===== src/rtl/iqpt_pkg.sv =====
package iqpt_pkg;
    // Default datapath geometry
    localparam int SAMPLE_W   = 10;
    localparam int CODE_W     = 10;
    localparam int REG_W      = 8;
    localparam int FRAC_SHIFT = 11;
    localparam int LATENCY    = 2;

    // Integer clamp used by width-independent checks and helpers
    function automatic int clamp_int(input int v, input int lo, input int hi);
        if (v > hi) return hi;
        if (v < lo) return lo;
        return v;
    endfunction
endpackage


===== src/rtl/iqpt_code_join.sv =====
module iqpt_code_join #(
    parameter int REG_W  = iqpt_pkg::REG_W,
    parameter int CODE_W = iqpt_pkg::CODE_W
) (
    input  logic [REG_W-1:0]         lo_byte,
    input  logic [REG_W-1:0]         hi_byte,
    output logic signed [CODE_W-1:0] code
);
    localparam int HI_BITS = CODE_W - REG_W;

    generate
        if (HI_BITS > 0) begin : g_two_bytes
            // Only the low HI_BITS of the high byte are used; the rest are ignored
            assign code = {hi_byte[HI_BITS-1:0], lo_byte};
        end else begin : g_one_byte
            logic unused_hi;
            assign unused_hi = ^hi_byte;
            assign code = lo_byte[CODE_W-1:0];
        end
    endgenerate
endmodule


===== src/rtl/iqpt_mul_stage.sv =====
module iqpt_mul_stage #(
    parameter int SAMPLE_W = iqpt_pkg::SAMPLE_W,
    parameter int CODE_W   = iqpt_pkg::CODE_W,
    localparam int PROD_W  = SAMPLE_W + CODE_W
) (
    input  logic                       clk,
    input  logic                       rst,
    input  logic                       in_valid,
    input  logic signed [SAMPLE_W-1:0] in_i,
    input  logic signed [SAMPLE_W-1:0] in_q,
    input  logic signed [CODE_W-1:0]   code,
    output logic                       s1_valid,
    output logic signed [SAMPLE_W-1:0] s1_i,
    output logic signed [SAMPLE_W-1:0] s1_q,
    output logic signed [PROD_W-1:0]   s1_prod
);
    logic signed [PROD_W-1:0] prod_c;

    // Full-precision signed product; the code is captured with its sample
    assign prod_c = PROD_W'(in_i) * PROD_W'(code);

    always_ff @(posedge clk) begin
        if (rst) begin
            s1_valid <= 1'b0;
            s1_i     <= '0;
            s1_q     <= '0;
            s1_prod  <= '0;
        end else begin
            s1_valid <= in_valid;
            if (in_valid) begin
                s1_i    <= in_i;
                s1_q    <= in_q;
                s1_prod <= prod_c;
            end
        end
    end
endmodule


===== src/rtl/iqpt_sum_stage.sv =====
module iqpt_sum_stage #(
    parameter int SAMPLE_W   = iqpt_pkg::SAMPLE_W,
    parameter int CODE_W     = iqpt_pkg::CODE_W,
    parameter int FRAC_SHIFT = iqpt_pkg::FRAC_SHIFT,
    localparam int PROD_W    = SAMPLE_W + CODE_W
) (
    input  logic                       clk,
    input  logic                       rst,
    input  logic                       s1_valid,
    input  logic signed [SAMPLE_W-1:0] s1_i,
    input  logic signed [SAMPLE_W-1:0] s1_q,
    input  logic signed [PROD_W-1:0]   s1_prod,
    output logic                       out_valid,
    output logic signed [SAMPLE_W-1:0] out_i,
    output logic signed [SAMPLE_W-1:0] out_q
);
    localparam int ACC_W = PROD_W + 1;
    localparam logic signed [ACC_W-1:0] HALF_LSB = ACC_W'(64'sd1 <<< (FRAC_SHIFT - 1));
    localparam logic signed [ACC_W-1:0] Q_MAX    = ACC_W'((64'sd1 <<< (SAMPLE_W - 1)) - 64'sd1);
    localparam logic signed [ACC_W-1:0] Q_MIN    = ACC_W'(-(64'sd1 <<< (SAMPLE_W - 1)));

    logic signed [ACC_W-1:0]    acc_c;
    logic signed [ACC_W-1:0]    adj_c;
    logic signed [ACC_W-1:0]    sum_c;
    logic signed [SAMPLE_W-1:0] q_sat_c;

    // Round to nearest, halves toward +inf, then scale
    assign acc_c = ACC_W'(s1_prod) + HALF_LSB;
    assign adj_c = acc_c >>> FRAC_SHIFT;
    assign sum_c = ACC_W'(s1_q) + adj_c;

    // Clamp to the signed sample range
    always_comb begin
        if (sum_c > Q_MAX)      q_sat_c = Q_MAX[SAMPLE_W-1:0];
        else if (sum_c < Q_MIN) q_sat_c = Q_MIN[SAMPLE_W-1:0];
        else                    q_sat_c = sum_c[SAMPLE_W-1:0];
    end

    always_ff @(posedge clk) begin
        if (rst) begin
            out_valid <= 1'b0;
            out_i     <= '0;
            out_q     <= '0;
        end else begin
            out_valid <= s1_valid;
            if (s1_valid) begin
                out_i <= s1_i;
                out_q <= q_sat_c;
            end
        end
    end

    // A zero product leaves Q untouched
    assert_zero_term_R5: assert property (@(posedge clk) disable iff (rst)
        (s1_valid && s1_prod == '0) |=> (out_q == $past(s1_q)));

    // A non-negative cross term can never drive Q downward (no wrap, R7)
    assert_no_overflow_R7: assert property (@(posedge clk) disable iff (rst)
        (s1_valid && !s1_prod[PROD_W-1]) |=> ($signed(out_q) >= $signed($past(s1_q))));

    // A negative cross term can never drive Q upward (no wrap, R7)
    assert_no_underflow_R7: assert property (@(posedge clk) disable iff (rst)
        (s1_valid && s1_prod[PROD_W-1]) |=> ($signed(out_q) <= $signed($past(s1_q))));
endmodule


===== src/rtl/iq_phase_trim.sv =====
module iq_phase_trim #(
    parameter int SAMPLE_W   = iqpt_pkg::SAMPLE_W,
    parameter int CODE_W     = iqpt_pkg::CODE_W,
    parameter int REG_W      = iqpt_pkg::REG_W,
    parameter int FRAC_SHIFT = iqpt_pkg::FRAC_SHIFT
) (
    input  logic                clk,
    input  logic                rst,
    input  logic                in_valid,
    input  logic [SAMPLE_W-1:0] in_i,
    input  logic [SAMPLE_W-1:0] in_q,
    input  logic [REG_W-1:0]    cfg_lo,
    input  logic [REG_W-1:0]    cfg_hi,
    output logic                out_valid,
    output logic [SAMPLE_W-1:0] out_i,
    output logic [SAMPLE_W-1:0] out_q
);
    localparam int PROD_W = SAMPLE_W + CODE_W;

    logic signed [CODE_W-1:0]   code;
    logic                       s1_valid;
    logic signed [SAMPLE_W-1:0] s1_i;
    logic signed [SAMPLE_W-1:0] s1_q;
    logic signed [PROD_W-1:0]   s1_prod;
    logic signed [SAMPLE_W-1:0] o_i;
    logic signed [SAMPLE_W-1:0] o_q;

    iqpt_code_join #(.REG_W(REG_W), .CODE_W(CODE_W)) u_join (
        .lo_byte (cfg_lo),
        .hi_byte (cfg_hi),
        .code    (code)
    );

    iqpt_mul_stage #(.SAMPLE_W(SAMPLE_W), .CODE_W(CODE_W)) u_mul (
        .clk      (clk),
        .rst      (rst),
        .in_valid (in_valid),
        .in_i     ($signed(in_i)),
        .in_q     ($signed(in_q)),
        .code     (code),
        .s1_valid (s1_valid),
        .s1_i     (s1_i),
        .s1_q     (s1_q),
        .s1_prod  (s1_prod)
    );

    iqpt_sum_stage #(.SAMPLE_W(SAMPLE_W), .CODE_W(CODE_W), .FRAC_SHIFT(FRAC_SHIFT)) u_sum (
        .clk       (clk),
        .rst       (rst),
        .s1_valid  (s1_valid),
        .s1_i      (s1_i),
        .s1_q      (s1_q),
        .s1_prod   (s1_prod),
        .out_valid (out_valid),
        .out_i     (o_i),
        .out_q     (o_q)
    );

    assign out_i = o_i;
    assign out_q = o_q;

    // Valid follows the input two edges later once reset has been clear for two edges
    assert_latency_R2: assert property (@(posedge clk) disable iff (rst)
        (!$past(rst) && !$past(rst, 2)) |-> (out_valid == $past(in_valid, 2)));

    // I leaves exactly as it entered, aligned with its valid
    assert_i_align_R3: assert property (@(posedge clk) disable iff (rst)
        (out_valid && !$past(rst, 2)) |-> (out_i == $past(in_i, 2)));

    // Reset clears the output register
    assert_reset_clear_R1: assert property (@(posedge clk)
        $past(rst) |-> (!out_valid && out_i == '0 && out_q == '0));
endmodule


===== config.mk =====
export PLATFORM = sky130hd
export DESIGN_NAME = iq_phase_trim
export DESIGN_NICKNAME = d
export VERILOG_FILES = /design/src/rtl/iqpt_pkg.sv /design/src/rtl/iqpt_code_join.sv /design/src/rtl/iqpt_mul_stage.sv /design/src/rtl/iqpt_sum_stage.sv /design/src/rtl/iq_phase_trim.sv
export SDC_FILE = /design/constraint.sdc
export NUM_CORES = 1
export LEC_CHECK = 0
export BUFFER_PORTS_ARGS = -buffer_cell sky130_fd_sc_hd__buf_2
export CAP_MARGIN = 40
export CELL_PAD_IN_SITES_DETAIL_PLACEMENT = 1
export CELL_PAD_IN_SITES_GLOBAL_PLACEMENT = 1
export CORE_ASPECT_RATIO = 1.5
export CORE_MARGIN = 1
export CORE_UTILIZATION = 47
export CTS_CLUSTER_SIZE = 16
export DETAILED_ROUTE_END_ITERATION = 6
export GPL_ROUTABILITY_DRIVEN = 0
export GPL_TIMING_DRIVEN = 0
export PLACE_DENSITY_LB_ADDON = 0.1
export SKIP_LAST_GASP = 1
export SYNTH_ARGS = -nofsm -noshare
export SYNTH_HDL_FRONTEND = slang
export SYNTH_SLANG_ARGS = --single-unit

===== constraint.sdc =====
create_clock -name clk -period 5.3 [get_ports clk]
set_input_delay 0 -clock clk [delete_from_list [all_inputs] [get_ports clk]]
set_output_delay 0 -clock clk [all_outputs]
set_load 0.05 [all_outputs]

==> results of run 1 <==
per-layer routing:
metal  global-route usage  routed length [um]  part of all wire
met1               0.2346                5733              0.37
met2               0.4900                9014              0.59
met3              0.01777                 297             0.019
met4              0.06913                 275             0.018
met5                    0                   0                 0
logic make-up after synthesis:
kind of cell,Yosys count,share of synthesized area
and+or+nand+nor,201,0.1446
buffers and inverters,166,0.1047
adders and majority gates,150,0.4004
AOI/OAI and AO/OA,76,0.09193
DFF,52,0.1631
xor gates and xnor gates,32,0.04508
muxes,32,0.05018
critical path, delay by kind of cell:
family	cells	cell delay (ns)
compound gates	5	1.04
fa+ha+maj	6	3.21
buf+inv	3	0.31
simple gates	2	0.64
power by group through the flow:
stage | registers, mW | clock network (mW) | logic [mW]
after detailed placement | 0.490 | 0 | 2.45
final | 0.480 | 0.336 | 2.43
after floorplan | 0.524 | 0 | 1.89
after global routing | 0.488 | 0.355 | 2.81
after CTS | 0.481 | 0.344 | 2.47
after global placement | 0.489 | 0 | 2.32
Yosys cell counts (6+ instances only):
cell type | number | share of area
a21oi_1 | 11 | 0.0086
and2_1 | 38 | 0.037
clkbuf_1 | 21 | 0.012
dfxtp_1 | 52 | 0.16
fa_1 | 91 | 0.29
ha_1 | 57 | 0.11
inv_1 | 136 | 0.080
mux2i_1 | 32 | 0.050
nand2_1 | 70 | 0.041
nand2b_1 | 7 | 0.0069
nand3_1 | 6 | 0.0047
nor2_1 | 60 | 0.035
nor3_1 | 7 | 0.0055
o21ai_0 | 14 | 0.011
xnor2_1 | 23 | 0.032
xor2_1 | 8 | 0.011
through the flow:
stage,utilization,worst slack [ns]
2_1_floorplan,-,0.4495
3_3_place_gp,0.5175,-0.2785
3_5_place_dp,0.5175,-0.4040
4_1_cts,0.5417,0.03882
5_1_grt,0.5400,0.02630
6_report,0.5400,0.2641
registers in the layout (all words and copies together), names as in the netlist:
signal / cells
u_mul.s1_i: 10
u_sum.out_valid: 1
u_mul.s1_valid: 1
u_sum.out_i: 10
u_mul.s1_prod: 10
u_sum.out_q: 10
u_mul.s1_q: 10
final cells by class:
cell class | count | area [um^2] | area share
Multi-Input combinational cell | 491 | 4681 | 0.6594
Sequential cell | 52 | 1041 | 0.1467
Inverter | 137 | 514.2 | 0.07245
Timing Repair Buffer | 61 | 390.4 | 0.05500
Tap cell | 159 | 198.9 | 0.02803
Clock buffer | 5 | 125.1 | 0.01763
Buffer | 20 | 121.4 | 0.01710
Clock inverter | 3 | 26.28 | 0.003702
path summary, 6_finish.rpt:
path	start	end	slack, ns
hold / removal	in_i[0]	u_mul.s1_i[0]$_SDFFE_PP0P_	0.12
hold reg to reg	u_sum.out_q[7]$_SDFFE_PP0P_	u_sum.out_q[7]$_SDFFE_PP0P_	0.45
setup reg to reg	u_mul.s1_prod[11]$_SDFFE_PP0P_	u_sum.out_q[2]$_SDFFE_PP0P_	2.15
setup / recovery	cfg_lo[3]	u_mul.s1_prod[18]$_SDFFE_PP0P_	0.26
what timing repair did:
action / CTS / global route
gates resized for setup: 0 / 3
hold endpoints to repair: 17 / 0
hold buffers: 17 / 0
setup endpoints to repair: 2 / 4
==> summary.md, run 1 <==
| Metric | Value |
|---|---|
| Hold crit path type | `primary input to register` |
| Status | `finished clean` |
| Tot Pwr | `3.243 mW` |
| Leakage | `3.549 nW` |
| Cell Pwr Density | `456.8 nW/um^2` |
| Headroom to the max-slew limit | `0.4800` |
| Post-CTS setup buffer count | `0` |
| Hpwl dp | `13130 um` |
| Port buffer count | `44` |
| Number of enable flip-flop cells after synthesis | `0` |
| Clock latency on the worst-skew pair | `0.30 ns` |
| Cell area after layout | `7098 um^2` |
| Drt wl/cell | `16.51 um` |
| Gr ovfl total | `0` |
| Sinks on Clock Net | `52` |
| Setup Skew | `0.005110 ns` |
| Max incr delay on CP | `0.82 ns` |
| Largest net degree at the start of global routing | `19` |
| Max-Cap Viols | `0` |
| Layout net count | `955` |
| Pint | `1.679 mW` |
| Syn-to-layout area delta | `11.19%` |
| Comb power frac | `0.748` |
| H-tree levels | `2` |
| Cell Chain, Critical Path | `clkbuf_1 > and2_1 > fa_1 > fa_1 > fa_1 > fa_1 > inv_1 > fa_1 > inv_1 > ha_1 > o2111a_1 > o211ai_1 > a2bb2oi_2 > or3_1 > a31o_2 > a32o_1` |
| Hold WS | `0.1163 ns` |
| Root Buffer | `clkbuf_16` |
| Diode count | `0` |
| Avg Inst Size Synth | `9.004 um^2` |
| Global-route wire length before repair | `25750 um` |
| Final WL | `15320 um` |
| Clock Path Buffers | `2` |
| Cell repeated most along the worst path | `fa_1` |
| Initial Util | `0.4856` |
| Vias | `4896` |
| Tmin final | `5.036 ns` |
| Setup-failing EPs final | `0` |
| Max Fanout on Critical Path | `10` |
| Sequential area share after synthesis | `0.1631` |
| Sw Ratio | `0.4822` |
| CTS clk-pin slew, worst paths | `0.07 ns` |
| Iter 0 DRT Violations | `81` |
| Core area | `13150 um^2` |
| Worst vdd ir | `0.2551 mV` |
| Syn Std Cell Area | `6384 um^2` |
| Arrival time worst endpoint | `5.23 ns` |
| NetSw | `1.564 mW` |
| Num ports | `60` |
| R2R depth | `10` |
| Final Max Tran Viols | `0` |
| Crit path capture type | `register` |
| CP Launch Type | `primary input` |
| Synth warn | `0` |
| Final period utilization | `0.9502` |
| Antenna violations before repair | `1` |
| Syn Inst Count | `709` |
| Layout cells sized above 1 | `0.09623` |
| Sequential Power Share | `0.148` |
| Via-to-Cell Ratio | `5.276` |
| Die Wd | `97.16 um` |
| Setup TNS | `0 ns` |
| CTS tree | `yes` |
| Worst-margin pin slew | `0.7799 ns` |
| Post-synth cell types | `60` |
| Cell count after placement | `912` |
| Critical path class | `primary input to register` |
| Syn Nets | `896` |
| Final std cells w/o fill | `928` |
| Critical Path RT | `5.49 ns` |
| Total CTS buffers | `5` |
| Vias in the first global route | `5668` |
| Drt first pass iters | `4` |
| Commonest non-fill, non-tap cell in the layout | `inv_1` |
| Post-synth ARST share | `0` |
| Hold path depth | `3` |
| Filler cells | `1551` |
| Clk pwr share | `0.104` |
| Critical Path Slowest Stage Cell | `fa_1` |
| Most frequent cells in the layout | `136 x inv_1, 91 x fa_1, 70 x nand2_1` |
| RSZ-0062 raised after global routing | `false` |
| Remaining antenna violation count | `0` |
| Die Y | `144.7 um` |
| Synth Flop Type | `dfxtp_1` |
| Top achievable clock speed | `198.6 MHz` |
| Total GRT Usage | `0.2307` |
| Final Hold Violating Endpoints | `0` |
| DIE AREA | `14060 um^2` |
| Placed cell area | `6803 um^2` |
| #FFs+latches synth | `52` |
| Row count | `51` |
| DRC | `0` |
Note: power is estimated with default switching activity, not from simulation.
==> run 2, diff against run 1 <==
--- a/config.mk
+++ b/config.mk
@@ -17,6 +17,7 @@
 export GPL_ROUTABILITY_DRIVEN = 0
 export GPL_TIMING_DRIVEN = 0
 export PLACE_DENSITY_LB_ADDON = 0.1
+export SETUP_SLACK_MARGIN = 0.5
 export SKIP_LAST_GASP = 1
 export SYNTH_ARGS = -nofsm -noshare
 export SYNTH_HDL_FRONTEND = slang
==> run 2 against run 1 <==
The run now ends with negative hold slack left. Global-route usage shrank 0.19 points. Sequential power about the same. Total power up 11%. Hold slack got worse by 0.12 ns. Final cell count up 1.9%. Fmax up 6.7%. Routed wire length rose by 3.6%. Largest cell class unchanged.
==> summary.md, run 2 (synthesized netlist as in run 1, its figures left out) <==
| Metric | Value |
|---|---|
| Num ports | `60` |
| CTS tree | `yes` |
| Critical path class | `primary input to register` |
| Vias | `4955` |
| DRC | `0` |
| Most frequent cells in the layout | `134 x inv_1, 88 x fa_1, 68 x nand2_1` |
| Drt wl/cell | `16.77 um` |
| Final Max Tran Viols | `0` |
| Max-Cap Viols | `0` |
| Headroom to the max-slew limit | `0.4554` |
| CP Launch Type | `primary input` |
| Layout cells sized above 1 | `0.1487` |
| Hpwl dp | `13030 um` |
| Total CTS buffers | `5` |
| Via-to-Cell Ratio | `5.238` |
| Worst vdd ir | `0.2563 mV` |
| Global-route wire length before repair | `25540 um` |
| Final Util | `0.5646` |
| Crit path capture type | `register` |
| Arrival time worst endpoint | `4.91 ns` |
| Top achievable clock speed | `212.0 MHz` |
| Remaining antenna violation count | `0` |
| Syn-to-layout area delta | `16.27%` |
| RR Startpoint | `u_mul.s1_prod[11]$_SDFFE_PP0P_` |
| Core area | `13150 um^2` |
| Pre-CTS setup slack | `-0.2322 ns` |
| Setup Skew | `0.005656 ns` |
| CP Launch Point | `in_i[4]` |
| Layout net count | `973` |
| Total GRT Usage | `0.2288` |
| Iter 0 DRT Violations | `111` |
| Status | `finished with violations` |
| Final worst slack | `0.5819 ns` |
| Worst Hold Launch | `in_i[9]` |
| Tot Pwr | `3.611 mW` |
| DIE AREA | `14060 um^2` |
| Die Y | `144.7 um` |
| Port buffer count | `44` |
| Diode count | `0` |
| Max Fanout on Critical Path | `5` |
| Hold WS | `-0.001969 ns` |
| Final WL | `15870 um` |
| Critical Path RT | `5.49 ns` |
| RSZ-0062 raised after global routing | `false` |
| Hold path depth | `3` |
| Tmin final | `4.718 ns` |
| Commonest non-fill, non-tap cell in the layout | `inv_1` |
| Drt first pass iters | `4` |
| Root Buffer | `clkbuf_16` |
| Failing checks | `negative hold slack` |
| Row count | `51` |
| Initial Util | `0.4856` |
| H-tree levels | `2` |
| Leakage | `3.686 nW` |
| Hold crit path type | `primary input to register` |
| Largest net degree at the start of global routing | `18` |
| Clock latency on the worst-skew pair | `0.29 ns` |
| Final Hold Violating Endpoints | `1` |
| Worst-margin pin slew | `0.8169 ns` |
| Gr ovfl total | `0` |
| Vias in the first global route | `5519` |
| Cell Pwr Density | `486.5 nW/um^2` |
| R2R depth | `10` |
| Setup-failing EPs final | `0` |
| Antenna violations before repair | `0` |
| Sinks on Clock Net | `52` |
| Clock Path Buffers | `2` |
| Die Wd | `97.16 um` |
| CTS clk-pin slew, worst paths | `0.07 ns` |
| Final period utilization | `0.8902` |
run 2: cell count changes in the layout (fill, tap and decap cells not counted), sizes merged:
cell,delta
buf,+15
clkbuf,+3
clkinvlp,-2
bufinv,+1
inv,+1
run 2: repair_timing:
item,4_1_cts,5_1_grt
hold buffers,17,0
endpoints found under the hold margin,17,0
endpoints found under the setup margin,6,4
cloned,0,1
pin swaps,5,21
resized for setup,27,39
buffers inserted,1,7
run 2: final cells by class:
type                    count  area [um^2]
inverters                 137        516.7
multi-input cells         491         4787
well taps                 159        198.9
repair buffers             70        478.0
flip-flops and latches     52         1041
clock buffers               5        125.1
plain buffers              29        229.0
fillers                  1538         5723
clock inverters             3        46.29
run 2: worst paths after layout:
kind	end	slack, ns
max	u_mul.s1_prod[18]$_SDFFE_PP0P_	0.58
min	u_mul.s1_i[9]$_SDFFE_PP0P_	-0.002
max reg2reg	u_sum.out_q[4]$_SDFFE_PP0P_	1.95
min reg2reg	u_sum.out_q[7]$_SDFFE_PP0P_	0.45
run 2: metal layers:
layer / up-vias / GRT usage / routed length (um)
met3: 21 / 0.01633 / 173
met1: 2507 / 0.2380 / 6114
li1: 2369 / - / -
met4: 0 / 0.06756 / 342
met5: - / 0 / 0
met2: 58 / 0.4811 / 9237
run 2: power by group:
| group | switching (mW) | total [mW] | internal [mW] |
|---|---|---|---|
| Sequential | 0.0399 | 0.483 | 0.443 |
| Combinational | 1.49 | 2.75 | 1.26 |
| Clock | 0.149 | 0.374 | 0.225 |
| Total | 1.68 | 3.61 | 1.93 |
run 2: worst max-delay path: stages:
cell	delay, ns
clkbuf_4	0.15
buf_8	0.14
and2_1	0.15
fa_1	0.50
inv_1	0.05
fa_1	0.47
inv_1	0.05
fa_1	0.45
fa_1	0.49
inv_1	0.06
fa_1	0.54
inv_1	0.08
ha_4	0.29
o2111a_1	0.20
o211ai_1	0.14
a2bb2oi_2	0.21
or3_4	0.42
a31o_2	0.26
a32o_1	0.25
run 2: per-stage QoR:
step | std cells | cell area [um^2] | TNS [ns]
floorplan | 709 | 6392 | 0
global placement | 912 | 6812 | -0.3649
detailed placement | 912 | 6812 | -0.4939
CTS | 938 | 7244 | 0
global route | 946 | 7422 | 0
finish | 946 | 7422 | 0
==> run 3, diff against run 2 <==
--- a/config.mk
+++ b/config.mk
@@ -11,7 +11,7 @@
 export CELL_PAD_IN_SITES_GLOBAL_PLACEMENT = 1
 export CORE_ASPECT_RATIO = 1.5
 export CORE_MARGIN = 1
-export CORE_UTILIZATION = 47
+export CORE_UTILIZATION = 48
 export CTS_CLUSTER_SIZE = 16
 export DETAILED_ROUTE_END_ITERATION = 6
 export GPL_ROUTABILITY_DRIVEN = 0
@@ -21,4 +21,5 @@
 export SKIP_LAST_GASP = 1
 export SYNTH_ARGS = -nofsm -noshare
 export SYNTH_HDL_FRONTEND = slang
+export SYNTH_HIERARCHICAL = 1
 export SYNTH_SLANG_ARGS = --single-unit
==> run 3 against run 2 <==
The run ends with design-rule violations, negative hold slack left. Clock skew fell by 0.0013 ns. Routed wire length fell by 1.0%. Sequential cell count unchanged. Synthesized area increased by 3.8%. First-iteration DRC count is 19% lower. Cell area rose by 0.35%. Count of clock-buffer cells in the layout unchanged. Utilization down 1.2 points. Non-clock buffer count rose by 4. Clock power fell by 10%.
==> summary.md, run 3 <==
| Metric | Value |
|---|---|
| Vias in the first global route | `5735` |
| Failing checks | `design-rule violations, negative hold slack` |
| Syn Std Cell Area | `6624 um^2` |
| Cell repeated most along the worst path | `fa_1` |
| H-tree levels | `2` |
| Hpwl dp | `13380 um` |
| Max-Cap Viols | `0` |
| Pre-CTS setup slack | `-0.05815 ns` |
| Cell Pwr Density | `529.4 nW/um^2` |
| CP Launch Type | `primary input` |
| CP Buf/Inv Count | `4` |
| Critical Path RT | `5.48 ns` |
| Critical path class | `primary input to register` |
| Iter 0 DRT Violations | `90` |
| Headroom to the max-slew limit | `0.5302` |
| Tmin final | `4.599 ns` |
| Antenna violations before repair | `0` |
| Die Wd | `97.92 um` |
| Avg Inst Size Synth | `9.074 um^2` |
| DRC | `5` |
| Crit path capture type | `register` |
| Num ports | `60` |
| Final Util | `0.5530` |
| Row count | `52` |
| Syn Nets | `923` |
| Hold crit path type | `primary input to register` |
| Final Hold Violating Endpoints | `1` |
| Sinks on Clock Net | `52` |
| Critical Path Slowest Stage Cell | `fa_2` |
| Leakage | `3.714 nW` |
| Largest net degree at the start of global routing | `19` |
| Cell count after placement | `935` |
| Syn Inst Count | `730` |
| Max incr delay on CP | `0.65 ns` |
| CTS tree | `yes` |
| Syn-to-layout area delta | `12.45%` |
| DIE AREA | `14280 um^2` |
| Worst-margin pin slew | `0.7047 ns` |
| Cell Chain, Critical Path | `buf_4 > buf_2 > and2_2 > fa_2 > fa_2 > inv_1 > fa_1 > fa_1 > inv_1 > fa_1 > ha_1 > a21o_1 > a211o_1 > o22ai_1 > o211ai_2 > nor3b_1` |
| Clock Path Buffers | `2` |
| Final worst slack | `0.7011 ns` |
| CTS clk-pin slew, worst paths | `0.07 ns` |
| Via-to-Cell Ratio | `5.261` |
| Total GRT Usage | `0.2335` |
| Vias | `5056` |
| Clock latency on the worst-skew pair | `0.30 ns` |
| Port buffer count | `43` |
| Final period utilization | `0.8677` |
| Initial Util | `0.4918` |
| Family with the most delay on the worst path | `adder cells` |
| Status | `finished with violations` |
| Hold WS | `-0.004162 ns` |
| Final WL | `15710 um` |
| Core area | `13470 um^2` |
| Remaining antenna violation count | `0` |
| Root Buffer | `clkbuf_16` |
| Synth warn | `6` |
| Diode count | `0` |
| Most frequent cells in the layout | `136 x inv_1, 89 x fa_1, 66 x nand2_1` |
| RSZ-0062 raised after global routing | `false` |
| Arrival time worst endpoint | `4.78 ns` |
| Global-route wire length before repair | `26750 um` |
| Layout cells sized above 1 | `0.1677` |
| Commonest non-fill, non-tap cell in the layout | `inv_1` |
| Setup-failing EPs final | `0` |
| Setup TNS | `0 ns` |
| Drt first pass iters | `6` |
| Die Y | `145.9 um` |
| Top achievable clock speed | `217.4 MHz` |
| Setup Skew | `0.004343 ns` |
| Worst vdd ir | `0.2653 mV` |
| Drt wl/cell | `16.35 um` |
| Final std cells w/o fill | `961` |
| Layout net count | `991` |
| Gr ovfl total | `0` |
| Total CTS buffers | `5` |
| Max Fanout on Critical Path | `10` |
| Final Max Tran Viols | `0` |
[run 3: final cells by class]
cell class | count | area (um^2)
clock inverters | 3 | 26.28
flip-flops and latches | 52 | 1041
multi-input cells | 498 | 4922
repair buffers | 61 | 385.4
fillers | 1606 | 6020
well taps | 162 | 202.7
plain buffers | 42 | 227.7
inverters | 138 | 518.0
clock buffers | 5 | 125.1
[run 3: final timing paths]
check,from,to,slack [ns],cells past startpoint
setup reg to reg,u_mul/s1_prod[12]$_SDFFE_PP0P_,u_sum/out_q[2]$_SDFFE_PP0P_,2.22,12
hold / removal,rst,u_sum/out_valid$_SDFF_PP0_,-0.004,2
setup / recovery,cfg_lo[2],u_mul/s1_prod[19]$_SDFFE_PP0P_,0.70,16
hold reg to reg,u_mul/s1_prod[18]$_SDFFE_PP0P_,u_mul/s1_prod[18]$_SDFFE_PP0P_,0.49,2
[run 3: worst reg2reg max path: stages (launching register included)]
cell	delay, ns
dfxtp_1	0.42
and3_1	0.21
and2_1	0.19
nand4_1	0.15
xnor2_1	0.16
ha_1	0.27
buf_2	0.17
a21oi_1	0.15
o21bai_1	0.09
a221o_2	0.44
xnor2_4	0.20
maj3_2	0.34
a211oi_2	0.22
[run 3: layer usage]
| layer | share of wire | up-vias | GRT usage |
|---|---|---|---|
| met4 | 0.011 | 0 | 0.05682 |
| met2 | 0.60 | 59 | 0.4944 |
| met1 | 0.37 | 2587 | 0.2408 |
| li1 | - | 2398 | - |
| met5 | 0 | - | 0 |
| met3 | 0.015 | 12 | 0.01057 |
[run 3: through the flow]
step	power, mW	area, um^2
final	3.943	7448
after global routing	4.382	7448
after global placement	3.347	7042
after floorplan	2.878	6624
after CTS	3.881	7368
after detailed placement	3.477	7042
[run 3: repair_timing]
| action | 4_1_cts | 5_1_grt |
|---|---|---|
| pin swaps | 1 | 7 |
| hold buffers | 14 | 0 |
| hold endpoints to repair | 14 | 0 |
| setup endpoints to repair | 7 | 7 |
| gates resized for setup | 18 | 29 |
| buffers inserted | 0 | 4 |
[run 3: where the power goes]
group / internal (mW) / leakage [nW] / switching (mW) / total, mW
clock: 0.179 / 0.0680 / 0.156 / 0.335
sequential: 0.442 / 0.428 / 0.0410 / 0.483
combinational: 1.38 / 3.22 / 1.74 / 3.13
total: 2.00 / 3.71 / 1.94 / 3.94
